===== config.mk =====
export PLATFORM = sky130hd
export DESIGN_NAME = rc_issue_gate
export DESIGN_NICKNAME = d
export VERILOG_FILES = /design/src/rtl/rc_gate_pkg.sv /design/src/rtl/rc_out_ctr.sv /design/src/rtl/rc_issue_rules.sv /design/src/rtl/rc_issue_reg.sv /design/src/rtl/rc_issue_gate.sv
export SDC_FILE = /design/constraint.sdc
export NUM_CORES = 1
export LEC_CHECK = 0
export CAP_MARGIN = 15
export CORE_MARGIN = 5
export CORE_UTILIZATION = 44
export DETAILED_ROUTE_END_ITERATION = 8
export PLACE_DENSITY_LB_ADDON = 0.12
export RECOVER_POWER = 25
export SYNTH_ARGS = -nofsm -noshare
export SYNTH_HDL_FRONTEND = slang
export SYNTH_SLANG_ARGS = --single-unit
export TNS_END_PERCENT = 1

===== constraint.sdc =====
create_clock -name clk -period 2.71 [get_ports clk]
set_input_delay 0.6775 -clock clk [delete_from_list [all_inputs] [get_ports clk]]
set_output_delay 0.6775 -clock clk [all_outputs]
set_load 0.01 [all_outputs]

===== src/rtl/rc_gate_pkg.sv =====
package rc_gate_pkg;
  typedef enum logic [1:0] {
    OP_PLAIN = 2'b00,
    OP_ACQ   = 2'b01,
    OP_REL   = 2'b10
  } op_cls_e;

  localparam int NUM_CLS = 3;

  function automatic logic cls_known(input logic [1:0] c);
    return (c == OP_PLAIN) || (c == OP_ACQ) || (c == OP_REL);
  endfunction
endpackage


===== src/rtl/rc_out_ctr.sv =====
module rc_out_ctr #(
  parameter int MAX_OUT = 4,
  localparam int CNT_W = $clog2(MAX_OUT + 1)
) (
  input  logic             clk,
  input  logic             rst,
  input  logic             inc,
  input  logic             dec,
  output logic [CNT_W-1:0] count,
  output logic             zero,
  output logic             full
);
  // a decrement at zero is dropped, an increment at full never arrives
  logic dec_ok;
  assign dec_ok = dec && (count != '0);

  always_ff @(posedge clk) begin
    if (rst) begin
      count <= '0;
    end else if (inc && !dec_ok) begin
      count <= count + 1'b1;
    end else if (dec_ok && !inc) begin
      count <= count - 1'b1;
    end
  end

  assign zero = (count == '0);
  assign full = (count == CNT_W'(MAX_OUT));


  cnt_le_max_chk: assert property (@(posedge clk) disable iff (rst)
    count <= CNT_W'(MAX_OUT));


  idle_cpl_chk: assert property (@(posedge clk) disable iff (rst)
    (dec && zero && !inc) |=> zero);


  same_cycle_chk: assert property (@(posedge clk) disable iff (rst)
    (inc && dec && !zero) |=> $stable(count));
endmodule


===== src/rtl/rc_issue_rules.sv =====
module rc_issue_rules
  import rc_gate_pkg::*;
(
  input  logic       req_valid,
  input  logic [1:0] req_class,
  input  logic       plain_zero,
  input  logic       plain_full,
  input  logic       acq_zero,
  input  logic       acq_full,
  input  logic       rel_zero,
  input  logic       rel_full,
  output logic       grant
);
  logic specials_idle;
  assign specials_idle = acq_zero && rel_zero;

  always_comb begin
    grant = 1'b0;
    if (req_valid) begin
      unique case (req_class)
        OP_PLAIN: grant = acq_zero && !plain_full;
        OP_ACQ:   grant = specials_idle && !acq_full;
        OP_REL:   grant = specials_idle && plain_zero && !rel_full;
        default:  grant = 1'b0;
      endcase
    end
  end
endmodule


===== src/rtl/rc_issue_reg.sv =====
module rc_issue_reg #(
  parameter int TAG_W = 8
) (
  input  logic             clk,
  input  logic             rst,
  input  logic             fire,
  input  logic [1:0]       in_class,
  input  logic [TAG_W-1:0] in_tag,
  output logic             out_valid,
  output logic [1:0]       out_class,
  output logic [TAG_W-1:0] out_tag
);
  always_ff @(posedge clk) begin
    if (rst) begin
      out_valid <= 1'b0;
      out_class <= 2'b00;
      out_tag   <= '0;
    end else begin
      out_valid <= fire;
      if (fire) begin
        out_class <= in_class;
        out_tag   <= in_tag;
      end
    end
  end
endmodule


===== src/rtl/rc_issue_gate.sv =====
module rc_issue_gate
  import rc_gate_pkg::*;
#(
  parameter int MAX_OUT = 4,
  parameter int TAG_W   = 8
) (
  input  logic             clk,
  input  logic             rst,
  input  logic             req_valid,
  input  logic [1:0]       req_class,
  input  logic [TAG_W-1:0] req_tag,
  output logic             req_ready,
  output logic             iss_valid,
  output logic [1:0]       iss_class,
  output logic [TAG_W-1:0] iss_tag,
  input  logic             cpl_valid,
  input  logic [1:0]       cpl_class
);
  localparam int CNT_W = $clog2(MAX_OUT + 1);

  logic [NUM_CLS-1:0] cls_zero;
  logic [NUM_CLS-1:0] cls_full;
  logic [CNT_W-1:0]   cls_cnt [NUM_CLS];
  logic               grant;

  genvar g;
  generate
    for (g = 0; g < NUM_CLS; g++) begin : g_ctr
      logic inc_g, dec_g;
      assign inc_g = grant && (req_class == 2'(g));
      assign dec_g = cpl_valid && (cpl_class == 2'(g));
      rc_out_ctr #(.MAX_OUT(MAX_OUT)) u_ctr (
        .clk   (clk),
        .rst   (rst),
        .inc   (inc_g),
        .dec   (dec_g),
        .count (cls_cnt[g]),
        .zero  (cls_zero[g]),
        .full  (cls_full[g])
      );
    end
  endgenerate

  rc_issue_rules u_rules (
    .req_valid  (req_valid),
    .req_class  (req_class),
    .plain_zero (cls_zero[OP_PLAIN]),
    .plain_full (cls_full[OP_PLAIN]),
    .acq_zero   (cls_zero[OP_ACQ]),
    .acq_full   (cls_full[OP_ACQ]),
    .rel_zero   (cls_zero[OP_REL]),
    .rel_full   (cls_full[OP_REL]),
    .grant      (grant)
  );

  assign req_ready = grant;

  rc_issue_reg #(.TAG_W(TAG_W)) u_issue (
    .clk       (clk),
    .rst       (rst),
    .fire      (grant),
    .in_class  (req_class),
    .in_tag    (req_tag),
    .out_valid (iss_valid),
    .out_class (iss_class),
    .out_tag   (iss_tag)
  );


  plain_after_acq_chk: assert property (@(posedge clk) disable iff (rst)
    (iss_valid && iss_class == OP_PLAIN) |-> cls_zero[OP_ACQ]);


  rel_after_plain_chk: assert property (@(posedge clk) disable iff (rst)
    (iss_valid && iss_class == OP_REL) |-> cls_zero[OP_PLAIN]);


  acq_after_rel_chk: assert property (@(posedge clk) disable iff (rst)
    (iss_valid && iss_class == OP_ACQ) |-> cls_zero[OP_REL]);


  stall_hold_chk: assert property (@(posedge clk) disable iff (rst)
    (req_valid && !req_ready) |=> !iss_valid);


  issue_follows_chk: assert property (@(posedge clk) disable iff (rst)
    (req_valid && req_ready) |=> (iss_valid && iss_tag == $past(req_tag)));
endmodule


==> impl_metrics.ini, run 1 <==
[run_status]
status = finished clean

[logic_synthesis]
synth.distinct_cells = 36
synth_nets = 160
synthArstFlopShare_pct = 0
ys_ff_latch = 20
synth_cells = 138
syn_area_sq_um = 1239
yosysSeqAreaShare_pct = 32.32
yosys_warnings = 0
synth_edf_count = 0
syn_avg_cell_area_sq_um = 8.976
synth-main-ff-cell = dfxtp_1

[power]
power_density_nw_per_um2 = 1087
ir_worst_vdd_uv = 847.2
leakage_nw = 0.7290

[worst_setup_path]
cp_cell_sequence = dlygate4sd2_1 -> a21bo_2 -> or2_4 -> nor3_4 -> ha_2 -> inv_2 -> fa_2 -> xor2_2 -> or3_1 -> a21oi_2
critPathCaptureType = flop
crit_family = simple AND/OR/NAND/NOR gates
crit_end = g_ctr[2].u_ctr.count[2]
cp.arrival_ns = 2.88
critPathMaxFanout = 4
path_buf_inv = 2
slowest_stage = fa_2
start_kind = input port
startpoint = req_class[1]
cp.required_ns = 2.96
rrSetupSlack_ns = 0.12
r2r-start = g_ctr[1].u_ctr.count[0]
cp.depth = 10
r2r_end = g_ctr[2].u_ctr.count[2]
critPathMaxStageDelay_ns = 0.37
crit_type = in2reg
reg2reg_depth = 9

[sta]
tightest_slew_ns = 0.5348
fmax_mhz = 380.3
tns_ns = 0
final-max-slew-violation-count = 0
period_share_pct = 97.03
final-setup-viol-count = 0
grt_setup_unrepaired = false
relSlewSlack_pct = 64.22
hold_violations = 0
finClkSkew_ns = 0.001662
min_period_ns = 2.629

[route]
drc_errors = 0
dr.pass1.iters = 4
drtIter0Drc = 77
routed_via_density = 5.873
ant_nets = 0
wire_per_inst_um = 15.83
vias = 1292
routed_wirelength_um = 3482

[die]
dieArea_sq_um = 3977
row_count = 19
core-area_sq_um = 2734
die_h_um = 63.06
die_w_um = 63.06
io_pins = 28
start_util_pct = 45.31

[grt]
antenna_found_initial = 0
gr-total-overflow = 0
grt_pass1_vias = 1290
grt_usage_pct = 17.41
grt_pass1_wl_um = 5699
grt_max_degree = 20

[clock_network]
cts_tree = yes
root_buffer = clkbuf_4
clockBufferDepth = 2
cts_buffers = 3
path_clk_slew_ns = 0.13
cts.htree.levels = 1
clkLatencyLatePin_ns = 0.31
tritoncts_num_sinks = 20

[layout]
antenna_cells = 0
design_area_sq_um = 1808
syn_to_final_growth_pct = 45.96
regArea_sq_um = 401.6
fillers = 234
drive_gt1_share_pct = 25.40
multi_input_area_sq_um = 819.5
nets = 212

[min_path]
min_path_type = reg2reg

[place]
place.gp.congestion = 0.8408
dpl-instance-area_sq_um = 1682
dpl.hpwl_um = 2639
portBuffers = 27

[run]
cap_violations = 0
-- area by class of cell --
type	count	share of cell area [%]
multi-input cells	105	45.33
repair buffers	55	26.37
flip-flops and latches	20	22.21
well taps	31	2.145
clock inverters	1	1.661
clock buffers	3	1.246
inverters	5	1.038
-- worst min-delay path by stage --
| stage | from | to | slack, ns | cells after the start |
|---|---|---|---|---|
| after floorplan | g_ctr[1].u_ctr.count[2] | g_ctr[1].u_ctr.count[2] | 0.45 | 2 |
| after global placement | g_ctr[1].u_ctr.count[2] | g_ctr[1].u_ctr.count[2] | 0.46 | 2 |
| after detailed placement | g_ctr[1].u_ctr.count[2] | g_ctr[1].u_ctr.count[2] | 0.48 | 2 |
| after CTS | g_ctr[1].u_ctr.count[2] | g_ctr[1].u_ctr.count[2] | 0.50 | 2 |
| after global routing | g_ctr[1].u_ctr.count[2] | g_ctr[1].u_ctr.count[2] | 0.54 | 2 |
| final | g_ctr[1].u_ctr.count[2] | g_ctr[1].u_ctr.count[2] | 0.50 | 2 |
-- synthesized netlist by cell type (3+ instances only) --
master     instances  area [sq um]
nor2b_1           11         68.82
o2111ai_1          8         70.07
nor3_1             3         15.01
inv_1              4         15.01
nand4_1            8         50.05
xor2_1             6         52.55
clkbuf_1           5         18.77
a21oi_1            6         30.03
a32oi_1            8         70.07
o21ai_0            6         30.03
dfxtp_1           20         400.4
nand3_1            9         45.04
fa_1               3         60.06
or3_1              5         31.28
ha_1               3         37.54
nor2_1             9         33.78
mux2i_1            3         30.03
-- metrics by stage --
step / hold WS, ns / worst slack [ns] / cells / power (mW) / utilization [%]
after CTS: 0.4991 / 0.04148 / 219 / 1.943 / 65.68
after floorplan: 0.4538 / 0.0002272 / 138 / 1.148 / -
after global routing: 0.5357 / 0.01732 / 220 / 2.098 / 66.13
after global placement: 0.4627 / -0.3894 / 212 / 1.567 / 61.51
after detailed placement: 0.4804 / -0.4683 / 212 / 1.609 / 61.51
final: 0.4973 / 0.08058 / 220 / 1.964 / 66.13
-- logic make-up (layout without fill, tap and decap cells) --
group	Yosys count	after routing	share of synthesized area [%]
compound gates	33	33	19.60
xor+xnor	6	6	4.242
fa+ha+maj	6	6	7.879
buf+inv	13	64	5.252
flops	20	20	32.32
mux	3	3	2.424
simple gates	57	57	28.28
-- timing repair --
item,4_1_cts,5_1_grt
hold buffers,0,0
endpoints found under the setup margin,4,1
pin swaps,12,4
resized for setup,17,2
buffers inserted,3,1
-- routing by layer --
layer / GRT usage [%] / wire length (um) / share of wire, %
met1: 18.95 / 1424 / 41
met3: 4.440 / 218 / 6.3
met2: 32.05 / 1780 / 51
met4: 6.101 / 59 / 1.7
met5: 0 / 0 / 0
-- report_power, final --
group	total (mW)	switching [mW]	internal [mW]
clock network	0.254	0.105	0.149
logic	1.19	0.608	0.579
registers	0.523	0.111	0.412
-- tightest hold or removal path: stages, from the launching register on --
cell and delay [ns]:
dfxtp_1 0.34, o21ai_0 0.07, a21oi_1 0.06
-- state kept, by name, indices dropped and copies added (netlist names) --
name               flops
g_ctr.u_ctr.count      9
u_issue.out_class      2
u_issue.out_tag        8
u_issue.out_valid      1
-- cells in the final DEF, fill, tap and decap left out, drive strengths merged, types with 2 or more instances in the layout --
cell type      netlist  final
dlygate4sd2          0      3
xor2                 6      6
nor2                 9      9
or3                  5      5
dfxtp               20     20
clkdlybuf4s50        0     22
nor3                 4      4
ha                   3      3
clkbuf               6      3
o2111ai              8      8
o21ai                6      6
nor4                 2      2
a32oi                8      8
buf                  2     28
mux2i                3      3
or2                  2      2
nand4                8      8
a21oi                6      6
inv                  5      5
nand4b               2      2
nand3                9      9
fa                   3      3
nor2b               11     11
Note: power is estimated with default switching activity, not from simulation.
==> run 2: changes to the inputs <==
--- a/config.mk
+++ b/config.mk
@@ -7,7 +7,7 @@
 export LEC_CHECK = 0
 export CAP_MARGIN = 15
 export CORE_MARGIN = 5
-export CORE_UTILIZATION = 44
+export CORE_UTILIZATION = 43
 export DETAILED_ROUTE_END_ITERATION = 8
 export PLACE_DENSITY_LB_ADDON = 0.12
 export RECOVER_POWER = 25
==> impl_metrics.ini, run 2 (synthesized netlist as in run 1, its figures left out) <==
[clock_network]
cts_tree = yes
clockBufferDepth = 2
tritoncts_num_sinks = 20
clkLatencyLatePin_ns = 0.31
root_buffer = clkbuf_4
cts.htree.levels = 1
path_clk_slew_ns = 0.12
cts_buffers = 3

[route]
drc_errors = 0
vias = 1293
dr.pass1.iters = 4
drtIter0Drc = 107
routed_wirelength_um = 3341
routed_via_density = 5.877
ant_nets = 0
wire_per_inst_um = 15.19

[power]
power_density_nw_per_um2 = 1035
leakage_nw = 0.7225
ir_worst_vdd_uv = 713.5
fin_total_pwr_mw = 1.840

[sta]
final-setup-viol-count = 0
relSlewSlack_pct = 60.64
grt_setup_unrepaired = false
tightest_slew_ns = 0.5883
period_share_pct = 97.87
tns_ns = 0
timing.hold.ws_ns = 0.5060
fmax_mhz = 377.0
final-max-slew-violation-count = 0
finClkSkew_ns = 0.003752
min_period_ns = 2.652
hold_violations = 0

[worst_setup_path]
start_kind = input port
critPathMaxStageDelay_ns = 0.36
r2r-start = g_ctr[1].u_ctr.count[0]
cp.arrival_ns = 2.90
cp_cell_sequence = dlygate4sd2_1 -> a21bo_2 -> or2_4 -> nor3_4 -> ha_2 -> inv_2 -> fa_2 -> xor2_1 -> or3_1 -> a21oi_1
rrSetupSlack_ns = 0.14
crit_type = in2reg
critPathMaxFanout = 5
slowest_stage = or3_1
cp.required_ns = 2.96
startpoint = req_class[0]
critPathCaptureType = flop

[grt]
gr-total-overflow = 0
grt_pass1_wl_um = 5609
grt_usage_pct = 16.98
grt_max_degree = 20
antenna_found_initial = 0
grt_pass1_vias = 1277

[layout]
reg.largest.list = g_ctr.u_ctr.count: 9 flops, u_issue.out_tag: 8 flops, u_issue.out_class: 2 flops
layout_common_cells = buf_4 (27), clkdlybuf4s50_1 (22), dfxtp_1 (20), nor2b_1 (11)
drive_gt1_share_pct = 24.34
antenna_cells = 0
top_register = g_ctr.u_ctr.count
final_common_cell = buf_4
syn_to_final_growth_pct = 43.54
largest_reg_flops = 9
nets = 212

[run]
cap_violations = 0

[min_path]
hold_start = g_ctr[1].u_ctr.count[2]
min_path_type = reg2reg

[die]
start_util_pct = 44.92
die_h_um = 63.67
die_w_um = 63.67
core-area_sq_um = 2758
row_count = 19
io_pins = 28
dieArea_sq_um = 4054

[place]
place.gp.congestion = 0.7572
portBuffers = 27
dpl.hpwl_um = 2400

[run_status]
status = finished clean
[run 2: power by group]
group | internal [mW] | switching [mW] | total [mW]
registers | 0.411 | 0.104 | 0.515
logic | 0.550 | 0.595 | 1.15
clock network | 0.0820 | 0.0979 | 0.180
total | 1.04 | 0.797 | 1.84
[run 2: layout make-up]
cell class,instances,area [sq um]
Clock buffer,4,36.28
Multi-Input combinational cell,105,809.5
Inverter,5,18.77
Tap cell,31,38.79
Timing Repair Buffer,55,474.2
Fill cell,235,979.7
Sequential cell,20,400.4
[run 2: stage by stage]
stage | setup slack [ns] | area [sq um] | cells | utilization (%)
global route | 0.01714 | 1778 | 220 | 64.47
floorplan | 0.0002272 | 1239 | 138 | -
finish | 0.05762 | 1778 | 220 | 64.47
global placement | -0.4470 | 1689 | 213 | 61.25
CTS | -0.06733 | 1755 | 218 | 63.66
detailed placement | -0.4831 | 1689 | 213 | 61.25
[run 2: path summary, 6_finish.rpt]
path                             end  cells past startpoint
max reg2reg  g_ctr[0].u_ctr.count[2]                      9
max          g_ctr[2].u_ctr.count[2]                     10
min reg2reg  g_ctr[1].u_ctr.count[2]                      2
min          g_ctr[1].u_ctr.count[2]                      2
[run 2: per-layer routing]
| metal | global-route usage (%) | routed length (um) | share of wire, % |
|---|---|---|---|
| met1 | 21.83 | 1580 | 47 |
| met3 | 3.552 | 131 | 3.9 |
| met2 | 27.28 | 1598 | 48 |
| met5 | 0 | 0 | 0 |
| met4 | 7.013 | 30 | 0.90 |
[run 2: critical path, delay by kind of cell]
family                     cells  cell delay (ns)
buffers and inverters          2             0.29
AOI/OAI and AO/OA              2             0.34
adders and majority gates      2             0.57
xor gates and xnor gates       1             0.17
and+or+nand+nor                3             0.83
[run 2: what timing repair did]
item | in CTS | in global routing
setup endpoints to repair | 4 | 4
pin swaps | 5 | 10
setup buffers | 1 | 2
resized for setup | 12 | 7
hold buffers | 0 | 0
==> run 3: changes to the inputs <==
--- a/config.mk
+++ b/config.mk
@@ -6,9 +6,11 @@
 export NUM_CORES = 1
 export LEC_CHECK = 0
 export CAP_MARGIN = 15
-export CORE_MARGIN = 5
+export CORE_MARGIN = 2
 export CORE_UTILIZATION = 43
 export DETAILED_ROUTE_END_ITERATION = 8
+export DONT_BUFFER_PORTS = 1
+export GPL_TIMING_DRIVEN = 1
 export PLACE_DENSITY_LB_ADDON = 0.12
 export RECOVER_POWER = 25
 export SYNTH_ARGS = -nofsm -noshare
==> impl_metrics.ini, run 3 (synthesized netlist as in run 1, its figures left out) <==
[layout]
fillers = 271
design_area_sq_um = 1306
nets = 164
reg.largest.list = g_ctr.u_ctr.count: 9 flops, u_issue.out_tag: 8 flops, u_issue.out_class: 2 flops
top_register = g_ctr.u_ctr.count
drive_gt1_share_pct = 11.43
final_cells = 171
antenna_cells = 0
layout_common_cells = dfxtp_1 (20), nor2b_1 (11), nand3_1 (9), nor2_1 (9)
largest_reg_flops = 9
syn_to_final_growth_pct = 5.454
final_common_cell = dfxtp_1

[worst_setup_path]
start_kind = flop
cp.required_ns = 2.95
critPathMaxStageDelay_ns = 0.38
critPathMaxFanout = 3
cp_cell_sequence = or3_1 -> or2_4 -> nor3_2 -> ha_1 -> inv_1 -> fa_1 -> xor2_1 -> or3_1 -> a21oi_1
critPathCaptureType = flop
crit_type = reg2reg
path_common_cell = or3_1
slowest_stage = or3_1
cp.arrival_ns = 2.82

[place]
place.gp.congestion = 0.7763
place_ws_ns = 0.007199
dpl-instance-area_sq_um = 1284
dp.cells = 168
portBuffers = 0
dpl.hpwl_um = 2086

[die]
row_count = 19
core-area_sq_um = 2758
io_pins = 28
start_util_pct = 44.92
die_w_um = 57.67
dieArea_sq_um = 3326
die_h_um = 57.67

[clock_network]
clkLatencyLatePin_ns = 0.30
post_cts_buffers = 0
path_clk_slew_ns = 0.11
cts_hold_buf = 0
root_buffer = clkbuf_4
clockBufferDepth = 2
cts_resized = 0
cts_buffers = 3
tritoncts_num_sinks = 20
cts.htree.levels = 1
cts_tree = yes

[power]
power_density_nw_per_um2 = 1142
ir_worst_vdd_uv = 948.9
leakage_nw = 0.5044

[run_status]
status = finished clean

[sta]
final-setup-viol-count = 0
hold_violations = 0
finClkSkew_ns = 0.004172
period_share_pct = 95.09
final-max-slew-violation-count = 0
fmax_mhz = 388.1
fin_ws_ns = 0.1331
grt_setup_unrepaired = false
tightest_slew_ns = 0.7172
relSlewSlack_pct = 52.19
tns_ns = 0
min_period_ns = 2.577

[grt]
grt_pass1_vias = 1011
gr-total-overflow = 0
antenna_found_initial = 0
grt_usage_pct = 18.46
grt_max_degree = 20
grt_pass1_wl_um = 4816

[route]
ant_nets = 0
routed_wirelength_um = 2894
wire_per_inst_um = 16.92
vias = 1054
drc_errors = 0
dr.pass1.iters = 4
routed_via_density = 6.164
drtIter0Drc = 32

[run]
cap_violations = 0

[min_path]
min_path_type = in2reg
-- run 3: cell count changes in the layout (fill, tap and decap cells not counted), moves of 2 or more --
cell             before  now
clkdlybuf4s50_1      22    0
buf_4                27    7
ha_1                  0    3
ha_2                  3    0
fa_1                  1    3
fa_2                  2    0
nor3_4                2    0
-- run 3: path summary, 6_finish.rpt --
path                                 from                       to  slack (ns)  cells past startpoint
hold reg to reg   g_ctr[1].u_ctr.count[2]  g_ctr[1].u_ctr.count[2]        0.50                      2
setup / recovery  g_ctr[1].u_ctr.count[0]  g_ctr[2].u_ctr.count[2]        0.13                      9
hold / removal                        rst  g_ctr[2].u_ctr.count[2]        0.43                      1
setup reg to reg  g_ctr[1].u_ctr.count[0]  g_ctr[2].u_ctr.count[2]        0.13                      9
-- run 3: final cells by class --
cell class / count / area [sq um] / area share (%)
multi-input combinational: 105 / 773.2 / 59.20
sequential: 20 / 400.4 / 30.65
timing repair buffer: 7 / 52.55 / 4.023
tap: 31 / 38.79 / 2.969
clock buffer: 3 / 22.52 / 1.724
inverter: 5 / 18.77 / 1.437
-- run 3: metal layers --
metal / routed length, um / track usage [%] / share of wire, %
met5: 0 / 0 / 0
met4: 0 / 2.658 / 0
met3: 156 / 6.250 / 5.4
met1: 1379 / 24.44 / 48
met2: 1358 / 30.03 / 47
-- run 3: metrics by stage --
step,hold WS (ns),utilization [%],total power [mW]
after floorplan,0.4538,-,1.148
after global placement,0.4554,46.55,1.330
after detailed placement,0.4847,46.55,1.351
after CTS,0.4181,47.37,1.494
after global routing,0.4118,47.37,1.615
final,0.4306,47.37,1.492
-- run 3: where the power goes --
group,internal (mW),switching [mW]
sequential,0.411,0.137
clock,0.0519,0.0876
combinational,0.334,0.470
total,0.797,0.695
-- run 3: worst max-delay path: cells and delay by family (launching register included) --
family	cells	cell delay (ns)
DFF	1	0.36
xor gates and xnor gates	1	0.17
buffers and inverters	1	0.06
and+or+nand+nor	4	1.19
AOI/OAI and AO/OA	1	0.14
adders and majority gates	2	0.60
